--- config.mk ---
export PLATFORM = sky130hd
export DESIGN_NAME = frame_formatter
export DESIGN_NICKNAME = d
export VERILOG_FILES = /design/src/rtl/frame_formatter.sv
export SDC_FILE = /design/constraint.sdc
export NUM_CORES = 1
export LEC_CHECK = 0
export ABC_AREA = 1
export CAP_MARGIN = 30
export CORE_MARGIN = 2
export CORE_UTILIZATION = 55
export DETAILED_ROUTE_END_ITERATION = 8
export DONT_BUFFER_PORTS = 1
export GPL_ROUTABILITY_DRIVEN = 0
export PLACE_DENSITY = 0.68
export SYNTH_ARGS = -nofsm -noshare
export SYNTH_HDL_FRONTEND = slang
export SYNTH_SLANG_ARGS = --single-unit
--- constraint.sdc ---
create_clock -name clk -period 2.4 [get_ports clk]
set_input_delay 0.24 -clock clk [delete_from_list [all_inputs] [get_ports clk]]
set_output_delay 0.24 -clock clk [all_outputs]
set_load 0.01 [all_outputs]
--- src/rtl/frame_formatter.sv ---
module frame_formatter #(
  parameter int PKT_W  = 30,
  parameter int NPKT   = 4,
  parameter int WORD_W = 16,
  parameter int HDR_W  = 4,
  parameter logic [HDR_W-1:0] HDR_DATA = 4'hA,
  parameter logic [HDR_W-1:0] HDR_IDLE = 4'h5,
  parameter int SCR_LEN = 58,
  parameter int SCR_TAP = 39,
  parameter logic [SCR_LEN-1:0] SCR_SEED = '1
) (
  input  logic                   clk,
  input  logic                   rst_n,
  input  logic                   pkt_valid,
  input  logic [PKT_W*NPKT-1:0]  pkt_data,
  output logic                   pkt_ready,
  output logic [WORD_W-1:0]      word_out,
  output logic                   word_first
);
  localparam int PAY_W   = PKT_W * NPKT;
  localparam int FRAME_W = HDR_W + NPKT + PAY_W;
  localparam int NWORDS  = FRAME_W / WORD_W;
  localparam int CNT_W   = $clog2(NWORDS);

  logic [CNT_W-1:0]   cnt;
  logic [FRAME_W-1:0] frame_q;
  logic [SCR_LEN-1:0] scr_q, scr_d;
  logic [PAY_W-1:0]   pay_scr;
  logic [NPKT-1:0]    par;

  assign pkt_ready  = (cnt == CNT_W'(NWORDS - 1));
  assign word_first = (cnt == '0);
  assign word_out   = frame_q[(FRAME_W - 1) - int'(cnt) * WORD_W -: WORD_W];

  always_comb begin
    for (int k = 0; k < NPKT; k++)
      par[NPKT-1-k] = ^pkt_data[PAY_W-1-k*PKT_W -: PKT_W];
  end

  always_comb begin : scramble
    logic [SCR_LEN-1:0] s;
    logic o;
    s = scr_q;
    pay_scr = '0;
    for (int i = PAY_W - 1; i >= 0; i--) begin
      o = pkt_data[i] ^ s[SCR_TAP-1] ^ s[SCR_LEN-1];
      pay_scr[i] = o;
      s = {s[SCR_LEN-2:0], o};
    end
    scr_d = s;
  end

  always_ff @(posedge clk) begin
    if (!rst_n) begin
      cnt     <= CNT_W'(NWORDS - 1);
      frame_q <= '0;
      scr_q   <= SCR_SEED;
    end else if (pkt_ready) begin
      cnt <= '0;
      if (pkt_valid) begin
        frame_q <= {HDR_DATA, par, pay_scr};
        scr_q   <= scr_d;
      end else begin
        frame_q <= {HDR_IDLE, {(NPKT + PAY_W){1'b0}}};
      end
    end else begin
      cnt <= cnt + 1'b1;
    end
  end
endmodule


# --- After elaboration in Yosys (flattened, before gate mapping) ---
# Index checks and enable logic that the tools add are counted.
totals:
  register_bits: 189
  inputBits: 123
  out_inout_bits: 18
  elab_cells: 255
classes:
  n_addsub: 2
  n_eq_ne: 1
  n_shift: 1
  mux: 2
  bitwise_logic: 240
  reduce_logical: 6
ops:
  columns: ["op", "n"]
  rows:
  - ["$xor A1 B1 Y1", 240]
  - ["$shiftx A143 B8 Y16", 1]
  - ["$mux W128", 1]
  - ["$reduce_xor A30 Y1", 4]
  - ["$sub A7 B7 Y8 const A", 1]
  - ["$add A3 B1 Y3 const B", 1]
  - ["$eq A3 B3 Y1 const B", 1]
  - ["$logic_not A3 Y1", 1]
  - ["$mux W3", 1]
  - ["$reduce_and A2 Y1", 1]

# --- Logic depth before layout (Yosys ltp) ---
logic_depth:
  ltp_word: 9
  depth_mapped: 15
  ltp_nobuf: 15

# --- Worst setup path after synthesis ---
# OpenSTA, ideal clock, no wires.
synth_path:
  path_type: "register to register"
  startpoint: "register cnt[0]"
  endpoint: "register scr_q[38]"
  setup_ns: 0.138
  t_arrival_ns: 1.660
  t_required_ns: 2.262
  slack_ns: 0.602
  path_stages_with_launch: 9
  n_path_buf: 2
  path_cell_list: "dfxtp_1 > ha_1 > ha_1 > nand2_1 > clkbuf_1 > buf_1 > a21oi_1 > o21ai_1 > o211ai_1"
synth_between:
  elab_chain_len: 2
synth_lines:
  columns: ["element", "line_no", "text"]
  rows:
  - ["from (decl)", "25", "logic [CNT_W-1:0] cnt;"]
  - ["from (signal assigned)", "55", "cnt <= CNT_W'(NWORDS - 1);"]
  - ["from (signal assigned)", "67", "cnt <= cnt + 1'b1;"]
  - ["$eq A3 B3 Y1", "31", "assign pkt_ready = (cnt == CNT_W'(NWORDS - 1));"]
  - ["net pkt_ready", "16", "output logic pkt_ready,"]
  - ["$reduce_and A2 Y1 (no source line)", null, null]
  - ["to (signal assigned)", "62", "scr_q <= scr_d;"]
  - ["to (decl)", "27", "logic [SCR_LEN-1:0] scr_q, scr_d;"]
# The timed path passes the listed nets, and every way through them passes these cells.
# A chain may end at the register's enable or synchronous reset.

# --- Worst setup path in the final report ---
layout_path:
  startpoint: "register cnt[0]"
  endpoint: "output word_out[2]"
layout_between:
  elab_chain_len: 2
layout_lines:
  columns: ["element", "line_no", "text"]
  rows:
  - ["$sub A7 B7 Y8", "33", "assign word_out = frame_q[(FRAME_W - 1) - int'(cnt) * WORD_W -: WORD_W];"]
  - ["$shiftx A143 B8 Y16", "33", null]
  - ["to (decl)", "17", "output logic [WORD_W-1:0] word_out,"]
# No other way between the ends.

==> impl_metrics.toml <==
[power]
p_leak_uw = 0.00529
p_per_area_nw_per_um2 = 913
ir_worst_vdd_uv = 465

[cells_and_area]
diodes = 0
stdcell_area_um2 = 12700
area_delta_synth_final_pct = 7.93
fillCellCount = 2062
drive_gt1_share_pct = 6.70
seqCellArea_um2 = 3740
multiInputGateArea_um2 = 7510
final_nets = 1814
utilization_pct = 60.5

[logic_synthesis]
synth-seq-cells = 187
ys_seq_area_share_pct = 31.8
synth_area_um2 = 11800
yosysTopAreaCell = "dfxtp_1"
synth.area.top_cells = "dfxtp_1 (32%), nand2_1 (17%), xor2_1 (11%), xnor2_1 (10%), a21oi_1 (7.8%)"
synth_nets = 1848
ys_warn_count = 0
synth_edf_count = 0
async_flop_share_pct = 0
synth.distinct_cells = 30
synth_ff_type = "dfxtp_1"
syn_area_per_cell_um2 = 6.84
synth_top_area_share_pct = 31.8
synthCells = 1722

[sta]
final-setup-viol-count = 3
fin_crit_ns = 2.43
tns_ns = -0.0608
slew_headroom_pct = 45.9
worst_slack_ns = -0.0314
fmax_mhz = 411
fin_crit_sh_pct = 101
rsz0062_at_grt = "yes"
fin_hold_ws_ns = 0.0899
fin_skew_ns = 0.00951
tightest_slew_ns = 0.811
slew_violations = 0
hold_viol_final = 0

[routing]
via_count = 11083
ant_nets = 0
vias_per_cell = 5.61
wl_per_cell_um = 19.1
routed_wirelength_um = 37700
dr.pass1.iters = 5
drc = 0
drt-initial-drc-count = 989

[place]
io_buffers = 0
place_area_um2 = 12100
hpwl_um = 28800
place_ws_ns = 0.486

[critical_path]
critical_path_class = "flip-flop to output port"
cp.arrival_ns = 2.19
end_kind = "output port"
cp.required_ns = 2.16
cp-start-kind = "flip-flop"
crit_fanout = 40

[clocking]
cts.htree.levels = 4
cts.sinks = 187
clkLatencyLatePin_ns = 0.44
cts_buffer_depth = 2
cts_tree = "done"
cts-root-buf = "clkbuf_16"
cts-buffers-inserted = 17
clk_pin_slew_worst_paths_ns = 0.07

[worst_hold_path]
worstHoldPathType = "input pin to flip-flop"

[die]
dieArea_um2 = 22600
die_w_um = 150
io_pins = 141
initial_core_util_pct = 56.0
coreArea_um2 = 21000
die_y_um = 150
rows = 53

[global_route]
grt_pass1_vias = 9982
grt_max_degree = 126
grt_pass1_wl_um = 56300
grt_usage_pct = 33.5
gr-total-overflow = 0
antenna_found_initial = 0

[job]
timing.max_cap.violations = 0

[run_status]
status = "complete, but fails checks"
violations = "negative setup slack"
## logic make-up after synthesis
kind of cell,Yosys count,synth area share [%]
flip-flops,187,31.8
XOR/XNOR,291,22.2
buffers and inverters,151,4.83
adder cells (fa/ha/maj),3,0.319
AND/OR/NAND/NOR,781,26.9
AO/OA/AOI/OAI,309,14.0
## flip-flops by register name, summed over array words and instances, names as in the netlist
name and flops:
frame_q 126, cnt 3, scr_q 58
## synthesized netlist by cell type, types with 11 or more instances
cell type	count
a21oi_1	183
a31oi_1	12
clkbuf_1	65
dfxtp_1	187
inv_1	63
inv_2	11
nand2_1	541
nand3_1	78
nor2_1	110
o211ai_1	17
o21ai_0	64
o21ai_1	14
o22ai_1	12
or2_1	17
or2_2	26
xnor2_1	134
xor2_1	148
## metal layers
metal | global-route usage [%] | wire length [µm] | vias up
li1 | - | - | 5443
met1 | 46.2 | 16100 | 5101
met2 | 51.7 | 16800 | 470
met3 | 7.45 | 3550 | 69
met4 | 11.7 | 1220 | 0
met5 | 0 | 0 | -
## cell usage in the layout (no fill, tap or decap), types with 26 or more instances in the layout
cell type / n
xnor2_1: 134
nand2_1: 540
nand3_1: 78
o21ai_0: 61
inv_1: 63
nor2_1: 110
dfxtp_1: 186
or2_2: 26
xor2_1: 148
a21oi_1: 183
## timing repair
| action | CTS | global route |
|---|---|---|
| hold buffers | 1 | 0 |
| endpoints found under the setup margin | 0 | 15 |
| buffers inserted | 0 | 0 |
| endpoints found under the hold margin | 19 | 0 |
| gates resized for setup | 0 | 12 |
## report_power, final
| group | switching [µW] | leakage (µW) | internal, µW |
|---|---|---|---|
| logic | 3100 | 0.00348 | 1720 |
| clock network | 1320 | 0.000278 | 1460 |
| registers | 405 | 0.00153 | 3590 |
| total | 4830 | 0.00529 | 6770 |
## stage by stage
| step | instances | total power, µW |
|---|---|---|
| final | 1976 | 11600 |
| after global routing | 1976 | 12200 |
| after CTS | 1975 | 11500 |
| after detailed placement | 1942 | 8720 |
| after global placement | 1942 | 8640 |
| after floorplan | 1722 | 7440 |
## worst paths after layout
check                             startpoint            to  slack [ns]  cells after the start
worst max-delay path                  cnt[0]   word_out[2]       -0.03                      4
worst min-delay path             pkt_data[0]      scr_q[0]        0.09                      4
worst max register to register        cnt[0]  frame_q[106]        0.38                      7
worst min register to register  frame_q[104]  frame_q[104]        0.46                      2
## critical path, cell delays in order, from the launching register on
cell and delay (ns):
dfxtp_2 0.53, clkinv_1 0.17, buf_6 0.22, o21ai_0 0.54
a31oi_1 0.26
## area by class of cell
type | instances | area share (%)
Clock buffer | 18 | 3.38
Multi-Input combinational cell | 1384 | 59.1
Sequential cell | 187 | 29.5
Timing Repair Buffer | 21 | 1.97
Tap cell | 275 | 2.71
Inverter | 77 | 2.31
Clock inverter | 14 | 1.08
(Power assumes the default switching activity.)
